--- src/rtl/rdec_pkg.sv ---
package rdec_pkg;

    localparam int OPC_W  = 6;
    localparam int FN_W   = 7;
    localparam int RIDX_W = 5;
    localparam logic [RIDX_W-1:0] ZERO_REG = 5'd31;

    localparam logic [OPC_W-1:0] OPC_HALT  = 6'h00;
    localparam logic [OPC_W-1:0] OPC_ARITH = 6'h10;
    localparam logic [OPC_W-1:0] OPC_LOGIC = 6'h11;
    localparam logic [OPC_W-1:0] OPC_JMP   = 6'h1A;
    localparam logic [OPC_W-1:0] OPC_LOAD  = 6'h29;
    localparam logic [OPC_W-1:0] OPC_STORE = 6'h2D;
    localparam logic [OPC_W-1:0] OPC_BR    = 6'h30;
    localparam logic [OPC_W-1:0] OPC_BSR   = 6'h34;
    localparam logic [OPC_W-1:0] OPC_BEQZ  = 6'h39;
    localparam logic [OPC_W-1:0] OPC_BNEZ  = 6'h3D;

    typedef enum logic [3:0] {
        CL_ILL, CL_OPER, CL_LOAD, CL_STORE, CL_BEQZ,
        CL_BNEZ, CL_BR, CL_BSR, CL_JMP, CL_HALT
    } iclass_e;

    typedef enum logic [2:0] {
        ALU_ADD = 3'd0, ALU_SUB = 3'd1, ALU_OR = 3'd2,
        ALU_XOR = 3'd3, ALU_CMOVEQ = 3'd4, ALU_CMPLT = 3'd5
    } alu_op_e;

    typedef enum logic [1:0] {
        BRK_NONE = 2'd0, BRK_EQZ = 2'd1, BRK_NEZ = 2'd2, BRK_ALWAYS = 2'd3
    } br_kind_e;

    typedef struct packed {
        logic              vld;
        logic              illegal;
        logic [RIDX_W-1:0] ra;
        logic [RIDX_W-1:0] rb;
        logic [RIDX_W-1:0] dst;
        logic              we;
        alu_op_e           alu;
        logic              bimm;
        logic              rd;
        logic              wr;
        br_kind_e          br;
        logic              jump;
        logic              link;
        logic              halt;
    } ctl_t;

endpackage

--- src/rtl/rdec_class.sv ---
module rdec_class
    import rdec_pkg::*;
(
    input  logic [OPC_W-1:0] opcode,
    output iclass_e          cls
);
    always_comb begin
        case (opcode)
            OPC_ARITH, OPC_LOGIC: cls = CL_OPER;
            OPC_LOAD:             cls = CL_LOAD;
            OPC_STORE:            cls = CL_STORE;
            OPC_BEQZ:             cls = CL_BEQZ;
            OPC_BNEZ:             cls = CL_BNEZ;
            OPC_BR:               cls = CL_BR;
            OPC_BSR:              cls = CL_BSR;
            OPC_JMP:              cls = CL_JMP;
            OPC_HALT:             cls = CL_HALT;
            default:              cls = CL_ILL;
        endcase
    end
endmodule

--- src/rtl/rdec_operate.sv ---
module rdec_operate
    import rdec_pkg::*;
(
    input  logic            logic_grp,
    input  logic [FN_W-1:0] func,
    output alu_op_e         op,
    output logic            legal
);
    always_comb begin
        op    = ALU_ADD;
        legal = 1'b1;
        case ({logic_grp, func})
            {1'b0, 7'h20}: op = ALU_ADD;
            {1'b0, 7'h29}: op = ALU_SUB;
            {1'b1, 7'h20}: op = ALU_OR;
            {1'b1, 7'h40}: op = ALU_XOR;
            {1'b1, 7'h24}: op = ALU_CMOVEQ;
            {1'b1, 7'h4D}: op = ALU_CMPLT;
            default:       legal = 1'b0;
        endcase
    end
endmodule

--- src/rtl/rdec_imm.sv ---
module rdec_imm
    import rdec_pkg::*;
#(
    parameter int XLEN = 64
) (
    input  iclass_e         cls,
    input  logic [20:0]     low_bits,
    input  logic            lit_form,
    output logic [XLEN-1:0] imm
);
    localparam int LIT_W  = 8;
    localparam int OFF_W  = 16;
    localparam int DISP_W = 23;

    logic [XLEN-1:0] lit_ext, off_ext, disp_ext;

    assign lit_ext  = {{(XLEN-LIT_W){1'b0}}, low_bits[20:13]};
    assign off_ext  = {{(XLEN-OFF_W){low_bits[15]}}, low_bits[15:0]};
    assign disp_ext = {{(XLEN-DISP_W){low_bits[20]}}, low_bits, 2'b00};

    always_comb begin
        case (cls)
            CL_OPER:                        imm = lit_form ? lit_ext : '0;
            CL_LOAD, CL_STORE:              imm = off_ext;
            CL_BEQZ, CL_BNEZ, CL_BR, CL_BSR: imm = disp_ext;
            default:                        imm = '0;
        endcase
    end
endmodule

--- src/rtl/insn_decoder.sv ---
module insn_decoder
    import rdec_pkg::*;
#(
    parameter int XLEN = 64
) (
    input  logic            clk,
    input  logic            rst_n,
    input  logic            insn_valid,
    input  logic [31:0]     insn,
    output logic            dec_valid,
    output logic            dec_illegal,
    output logic [4:0]      ra_idx,
    output logic [4:0]      rb_idx,
    output logic [4:0]      dst_idx,
    output logic            reg_wen,
    output logic [2:0]      alu_op,
    output logic            b_sel_imm,
    output logic            mem_rd,
    output logic            mem_wr,
    output logic [1:0]      br_kind,
    output logic            jump,
    output logic            link,
    output logic            halt,
    output logic [XLEN-1:0] imm
);
    iclass_e         cls;
    alu_op_e         opr_alu;
    logic            opr_legal;
    logic [XLEN-1:0] imm_raw;

    ctl_t            ctl_d, ctl_q;
    logic [XLEN-1:0] imm_d, imm_q;

    rdec_class u_class (
        .opcode (insn[31:26]),
        .cls    (cls)
    );

    rdec_operate u_oper (
        .logic_grp (insn[26]),
        .func      (insn[11:5]),
        .op        (opr_alu),
        .legal     (opr_legal)
    );

    rdec_imm #(.XLEN(XLEN)) u_imm (
        .cls      (cls),
        .low_bits (insn[20:0]),
        .lit_form (insn[12]),
        .imm      (imm_raw)
    );

    always_comb begin
        logic has_dst;
        ctl_d     = '0;
        imm_d     = '0;
        has_dst   = 1'b0;
        ctl_d.vld = insn_valid;
        ctl_d.ra  = insn[25:21];
        ctl_d.rb  = insn[20:16];
        if (insn_valid) begin
            case (cls)
                CL_OPER: begin
                    if (opr_legal) begin
                        ctl_d.alu  = opr_alu;
                        ctl_d.bimm = insn[12];
                        ctl_d.dst  = insn[4:0];
                        has_dst    = 1'b1;
                        imm_d      = imm_raw;
                    end else begin
                        ctl_d.illegal = 1'b1;
                    end
                end
                CL_LOAD: begin
                    ctl_d.rd   = 1'b1;
                    ctl_d.bimm = 1'b1;
                    ctl_d.dst  = insn[25:21];
                    has_dst    = 1'b1;
                    imm_d      = imm_raw;
                end
                CL_STORE: begin
                    ctl_d.wr   = 1'b1;
                    ctl_d.bimm = 1'b1;
                    imm_d      = imm_raw;
                end
                CL_BEQZ: begin
                    ctl_d.br = BRK_EQZ;
                    imm_d    = imm_raw;
                end
                CL_BNEZ: begin
                    ctl_d.br = BRK_NEZ;
                    imm_d    = imm_raw;
                end
                CL_BR, CL_BSR: begin
                    ctl_d.br   = BRK_ALWAYS;
                    ctl_d.link = 1'b1;
                    ctl_d.dst  = insn[25:21];
                    has_dst    = 1'b1;
                    imm_d      = imm_raw;
                end
                CL_JMP: begin
                    ctl_d.jump = 1'b1;
                    ctl_d.link = 1'b1;
                    ctl_d.dst  = insn[25:21];
                    has_dst    = 1'b1;
                end
                CL_HALT: ctl_d.halt = 1'b1;
                default: ctl_d.illegal = 1'b1;
            endcase
        end
        ctl_d.we = has_dst && (ctl_d.dst != ZERO_REG);
    end

    always_ff @(posedge clk or negedge rst_n) begin
        if (!rst_n) begin
            ctl_q <= '0;
            imm_q <= '0;
        end else begin
            ctl_q <= ctl_d;
            imm_q <= imm_d;
        end
    end

    assign dec_valid   = ctl_q.vld;
    assign dec_illegal = ctl_q.illegal;
    assign ra_idx      = ctl_q.ra;
    assign rb_idx      = ctl_q.rb;
    assign dst_idx     = ctl_q.dst;
    assign reg_wen     = ctl_q.we;
    assign alu_op      = ctl_q.alu;
    assign b_sel_imm   = ctl_q.bimm;
    assign mem_rd      = ctl_q.rd;
    assign mem_wr      = ctl_q.wr;
    assign br_kind     = ctl_q.br;
    assign jump        = ctl_q.jump;
    assign link        = ctl_q.link;
    assign halt        = ctl_q.halt;
    assign imm         = imm_q;

    AST_STORE_NO_WB: assert property (@(posedge clk) disable iff (!rst_n)
        mem_wr |-> !reg_wen && !mem_rd) else $error("store with write");
    AST_NO_R31_WRITE: assert property (@(posedge clk) disable iff (!rst_n)
        reg_wen |-> dst_idx != ZERO_REG) else $error("r31 written");
    AST_ILLEGAL_QUIET: assert property (@(posedge clk) disable iff (!rst_n)
        dec_illegal |-> !(reg_wen || mem_rd || mem_wr || jump || link || halt) && br_kind == 2'd0)
        else $error("illegal word enabled something");
    AST_ONE_CLASS: assert property (@(posedge clk) disable iff (!rst_n)
        $onehot0({mem_rd, mem_wr, jump, halt, dec_illegal, br_kind != 2'd0}))
        else $error("two classes at once");
    AST_INVALID_QUIET: assert property (@(posedge clk) disable iff (!rst_n)
        !dec_valid |-> !(dec_illegal || reg_wen || mem_rd || mem_wr || halt || jump))
        else $error("output while not valid");

endmodule

--- config.mk ---
export PLATFORM = sky130hd
export DESIGN_NAME = insn_decoder
export DESIGN_NICKNAME = d
export VERILOG_FILES = /design/src/rtl/rdec_pkg.sv /design/src/rtl/rdec_class.sv /design/src/rtl/rdec_operate.sv /design/src/rtl/rdec_imm.sv /design/src/rtl/insn_decoder.sv
export SDC_FILE = /design/constraint.sdc
export NUM_CORES = 1
export LEC_CHECK = 0
export BUFFER_PORTS_ARGS = -buffer_cell sky130_fd_sc_hd__buf_2
export CAP_MARGIN = 20
export CORE_MARGIN = 2
export CORE_UTILIZATION = 56
export CTS_CLUSTER_SIZE = 30
export DETAILED_ROUTE_END_ITERATION = 12
export GPL_ROUTABILITY_DRIVEN = 0
export GPL_TIMING_DRIVEN = 0
export PLACE_DENSITY = 0.88
export SLEW_MARGIN = 5
export SYNTH_ARGS = -nofsm -noshare
export SYNTH_HDL_FRONTEND = slang
export SYNTH_HIERARCHICAL = 1
export SYNTH_SLANG_ARGS = --single-unit
export TNS_END_PERCENT = 1
--- constraint.sdc ---
create_clock -name clk -period 0.8 [get_ports clk]
set_input_delay 0.04 -clock clk [delete_from_list [all_inputs] [get_ports clk]]
set_output_delay 0.04 -clock clk [all_outputs]
set_load 0.005 [all_outputs]
After elaboration in Yosys (flattened, before gate mapping). Index checks and enable logic that the tools add are counted.

Bits in registers: 93. Memory bits (writable): 0. Logic and storage cells: 78. Memories: 0. Bits in read-only memories: 0. Bits in latches: 0. Bits of input ports: 35.

Reductions and logical operators: 11. Bitwise operators: 0. Magnitude comparators: 0. Shift-type cells: 0. $mul: 0. Divide/modulo/power cells: 0. Muxes and demuxes: 27. Add/subtract/negate cells: 0. Eq/ne operators: 25.

Operators with widths (count): $pmux 64 s3 (1); $mux 64 (2); $pmux 64 s2 (1); $eq 6x6->1 const B (6); $pmux 4 s9 (1); $eq 8x8->1 const B (4); $eq 6x5->1 const B (3); $eq 4x3->1 const B (4); $eq 8x6->1 const B (2); $pmux 3 s5 (1); $reduce_or 6->1 (2); $mux 11 (1); $mux 1 (10); $mux 5 (2); $pmux 5 s2 (1); $eq 4x2->1 const B (2); $eq 4x4->1 const B (2); $mux 8 (1); $reduce_or 4->1 (2); $reduce_or 8->1 (1); $logic_not 6->1 (1); $pmux 1 s2 (3); $pmux 2 s3 (1); $reduce_or 2->1 (3); 6 further kinds (6).

Depth between registers and ports, before layout.
Word-level depth: 9. Depth in mapped cells: 10. Gate-level depth less buffers: 8.

Hierarchy. Netlist, hierarchy kept.

Modules (own cells, without submodules): insn_decoder (cells an instance 218, seq. area each 2327.2 um^2, times used 1, area an instance 3130.5 um^2); rdec_imm (cells an instance 80, seq. area each 0.0 um^2, times used 1, area an instance 610.6 um^2); rdec_operate (cells an instance 20, seq. area each 0.0 um^2, times used 1, area an instance 137.6 um^2); rdec_class (cells an instance 15, seq. area each 0.0 um^2, times used 1, area an instance 103.8 um^2).

Least setup slack after synthesis. Ideal clock, no wire load.

Path type: input port to flip-flop. Start: in insn[26]. End: reg imm_q[63], in the netlist imm[63]. Stages: 7. Setup slack: -1.649 ns. Required time: 0.734 ns. Data arrival time: 2.383 ns. Cell sequence: or2_2 -> a21oi_1 -> and2b_1 -> clkbuf_1 -> a21o_1 -> buf_4 -> and2_1.

Word-level cells in the longest chain between the ends: 9. Elaborated cells between the ends (all ways): 34. Those cells by class: eq/ne (22); mux (6); reduce/logical (6).

Ends and longest elaborated chain: start: declaration (RTL line insn_decoder.sv:9) `input logic [31:0] insn,`; $eq 6x5->1 (RTL line rdec_class.sv:8) `case (opcode)`; $reduce_or 2->1 (RTL line rdec_class.sv:8); $pmux 4 s9 (*) (RTL line rdec_class.sv:8); via cls[2] (RTL line insn_decoder.sv:26) `iclass_e cls;`; $eq 4x3->1 or $eq 4x2->1 (tied branches) (RTL line rdec_imm.sv:22) `case (cls)`; $reduce_or 4->1 or $reduce_or 2->1 (tied branches); $pmux 64 s3 (*) (RTL line rdec_imm.sv:22); via imm_raw[63] (RTL line insn_decoder.sv:29) `logic [XLEN-1:0] imm_raw;`; $mux 64 (RTL line insn_decoder.sv:64) `if (opr_legal) begin`; $pmux 64 s2 (*) (RTL line insn_decoder.sv:62) `case (cls)`; $mux 64 (*) (RTL line insn_decoder.sv:61) `if (insn_valid) begin`; via imm_d[63] (RTL line insn_decoder.sv:32) `logic [XLEN-1:0] imm_d, imm_q;`; end signal: assignment (RTL line insn_decoder.sv:120) `imm_q <= imm_d;`; end: declaration (RTL line insn_decoder.sv:32).

Mark *: on every way through the listed nets, which the timed path passes. The rest lies on a longest branch.

==> metrics.yaml <==
routing:
  wl_per_cell_um: 16.41
  drt-initial-drc-count: 140
  ant_nets: 0
  routed_wl_um: 9861
  drc_errors: 0
  via_per_inst: 5.110
  drt_first_pass_iters: 4
  via_count: 3071
placement:
  io_buffer_count: 127
  dp.final_hpwl_um: 6027
floorplan:
  initial_core_util_pct: 58.30
  die_y_um: 88.33
  core_area_um2: 6832
  io_pins: 128
  dieArea_um2: 7802
  num_rows: 30
  die_w_um: 88.33
sta:
  timing.final.ws_setup_ps: -1172
  hold_viol: 41
  finalSetupViolCount: 175
  maxSlewViolCount: 0
  worst_pin_slew_ps: 428.2
  whs_ps: -376.6
  final.min_clock_period_ps: 1972
  rsz0062_at_grt: "yes"
  fin_crit_sh_pct: 246.5
  relSlewSlack_pct: 71.38
  clock.fmax_mhz: 507.0
final_layout:
  syn_to_final_growth_pct: 39.87
  final_nets: 535
  final_common_cell: "buf_2"
  final_util_pct: 81.54
  fillers: 396
  final_cell_mix: "123 x buf_2, 93 x dfrtp_1, 58 x buf_4"
  regArea_um2: 2327
  drive_gt1_share_pct: 52.67
  multiInputGateArea_um2: 1516
  n_antenna_cell: 0
power:
  p_per_area_nw_per_um2: 1652
  ir_drop_v: 0.001300
  p_leak_nw: 3.137
  power.total_w: 0.009203
critical_path:
  worst_ep_required_time_ps: 1060
  critPathArrivalTime_ps: 2230
  crit_type: "input port to flip-flop"
  crit_path_end_kind: "flip-flop"
  cp_max_fo: 5
  crit_path_start_kind: "input port"
clock_tree:
  cts_tree: "done"
  clkTransAtPathRegs_ps: 90
  cts_sinks: 93
  clk_path_buf_depth: 2
  ctsHoldBuffers: 11
  cts_buffers: 9
  root_buffer: "clkbuf_8"
  htree_levels: 3
logic_synthesis:
  synthMuxAreaShare_pct: 0
  synthArstFlopShare_pct: 100.0
  synth-seq-cells: 93
  synth_edf_count: 0
  synthXorXnorAreaFrac_pct: 0.2199
  synth_ff_type: "dfrtp_1"
  syn-num-nets: 368
  yosys.area_share.simple_pct: 21.02
  synthAdderAreaFrac_pct: 0
  synth_top_family_by_area: "simple AND/OR/NAND/NOR gates"
  yosys_warnings: 6
  syn_area_um2: 3983
  synth_cell_type_count: 51
  synth-compound-area-share_pct: 10.12
  ys_seq_area_share_pct: 58.44
  syn_inst: 333
  postSynthAreaPerCell_um2: 11.96
grt:
  antenna_found_initial: 0
  grt.overflow.total: 0
  grt_pass1_wl_um: 14610
  grt_util_all_layers_pct: 24.85
  grt_start_max_net_pins: 62
  grt_pass1_vias: 2927
min_path:
  min_path_type: "input port to asynchronous set/reset pin"
job:
  cap_violations: 0
outcome:
  violations: "hold timing, setup timing"
  outcome: "finished with violations"
## stage by stage
step | TNS (ps) | cells | setup slack (ps) | area, um2
global route | -89160 | 601 | -1170 | 5570
detailed placement | -136520 | 557 | -1893 | 4812
floorplan | -91370 | 333 | -1237 | 4026
finish | -84340 | 601 | -1172 | 5570
CTS | -85050 | 598 | -1117 | 5428
global placement | -224440 | 556 | -1748 | 4782
## layout make-up
type / instances / area share [%]
clock inverter: 6 / 1.662
timing repair buffer: 152 / 16.33
inverter: 1 / 0.06739
sequential: 93 / 41.78
multi-input combinational: 186 / 27.22
buffer: 57 / 8.311
tap: 96 / 2.156
clock buffer: 10 / 2.471
## kinds of logic after synthesis
family | after synthesis
simple gates | 132
flops | 93
buf+inv | 59
compound gates | 48
xor+xnor | 1
## worst max path at each step
stage / to / from / depth (start not counted)
detailed placement: imm[24] / insn[26] / 8
CTS: reg_wen / insn[27] / 8
global route: reg_wen / insn[29] / 9
global placement: imm[60] / insn[26] / 8
finish: reg_wen / insn[29] / 9
floorplan: reg_wen / insn[29] / 8
## layer usage
layer | share of wire (%) | up-vias | track usage (%)
met1 | 41 | 1498 | 31.58
met5 | 0 | - | 0
met2 | 52 | 132 | 42.86
met3 | 6.2 | 14 | 4.757
li1 | - | 1427 | -
met4 | 1.6 | 0 | 8.540
## worst max-delay path: stages
cell and delay [ps]:
buf_8 100, or3_4 390, a2111oi_4 410, buf_6 180, and3b_4 220, buf_6 120
o41ai_4 470, a21oi_2 100, a31oi_4 190
## where the power goes
group / switching (W) / internal (W) / leakage [nW]
registers: 0.0000133 / 0.00475 / 1.27
clock network: 0.00165 / 0.00188 / 0.115
logic: 0.000482 / 0.000437 / 1.75
## synthesized netlist by cell type, drive strengths merged, types with 5 or more instances
cell type | number | area [um2]
dfrtp | 93 | 2327
and3 | 13 | 81.33
nand2 | 7 | 26.28
nor3b | 6 | 55.05
a22o | 9 | 78.83
buf | 56 | 395.4
a21o | 7 | 52.55
a221o | 6 | 60.06
nor2 | 15 | 58.81
a21oi | 5 | 25.02
and2 | 66 | 412.9
## sequential cells by signal (all words and copies together) (netlist names), 2 cells and up
| name | count |
|---|---|
| imm | 64 |
| alu_op | 3 |
| ra_idx | 5 |
| br_kind | 2 |
| dst_idx | 5 |
| rb_idx | 5 |
## repair_timing
item                                    in CTS  in global routing
pin swaps                                   16                 17
setup buffers                               10                  3
gates resized for setup                     37                 38
endpoints found under the setup margin     175                175
endpoints found under the hold margin       46                 32
gates cloned                                 5                  0
Note: power is estimated with default switching activity, not from simulation.
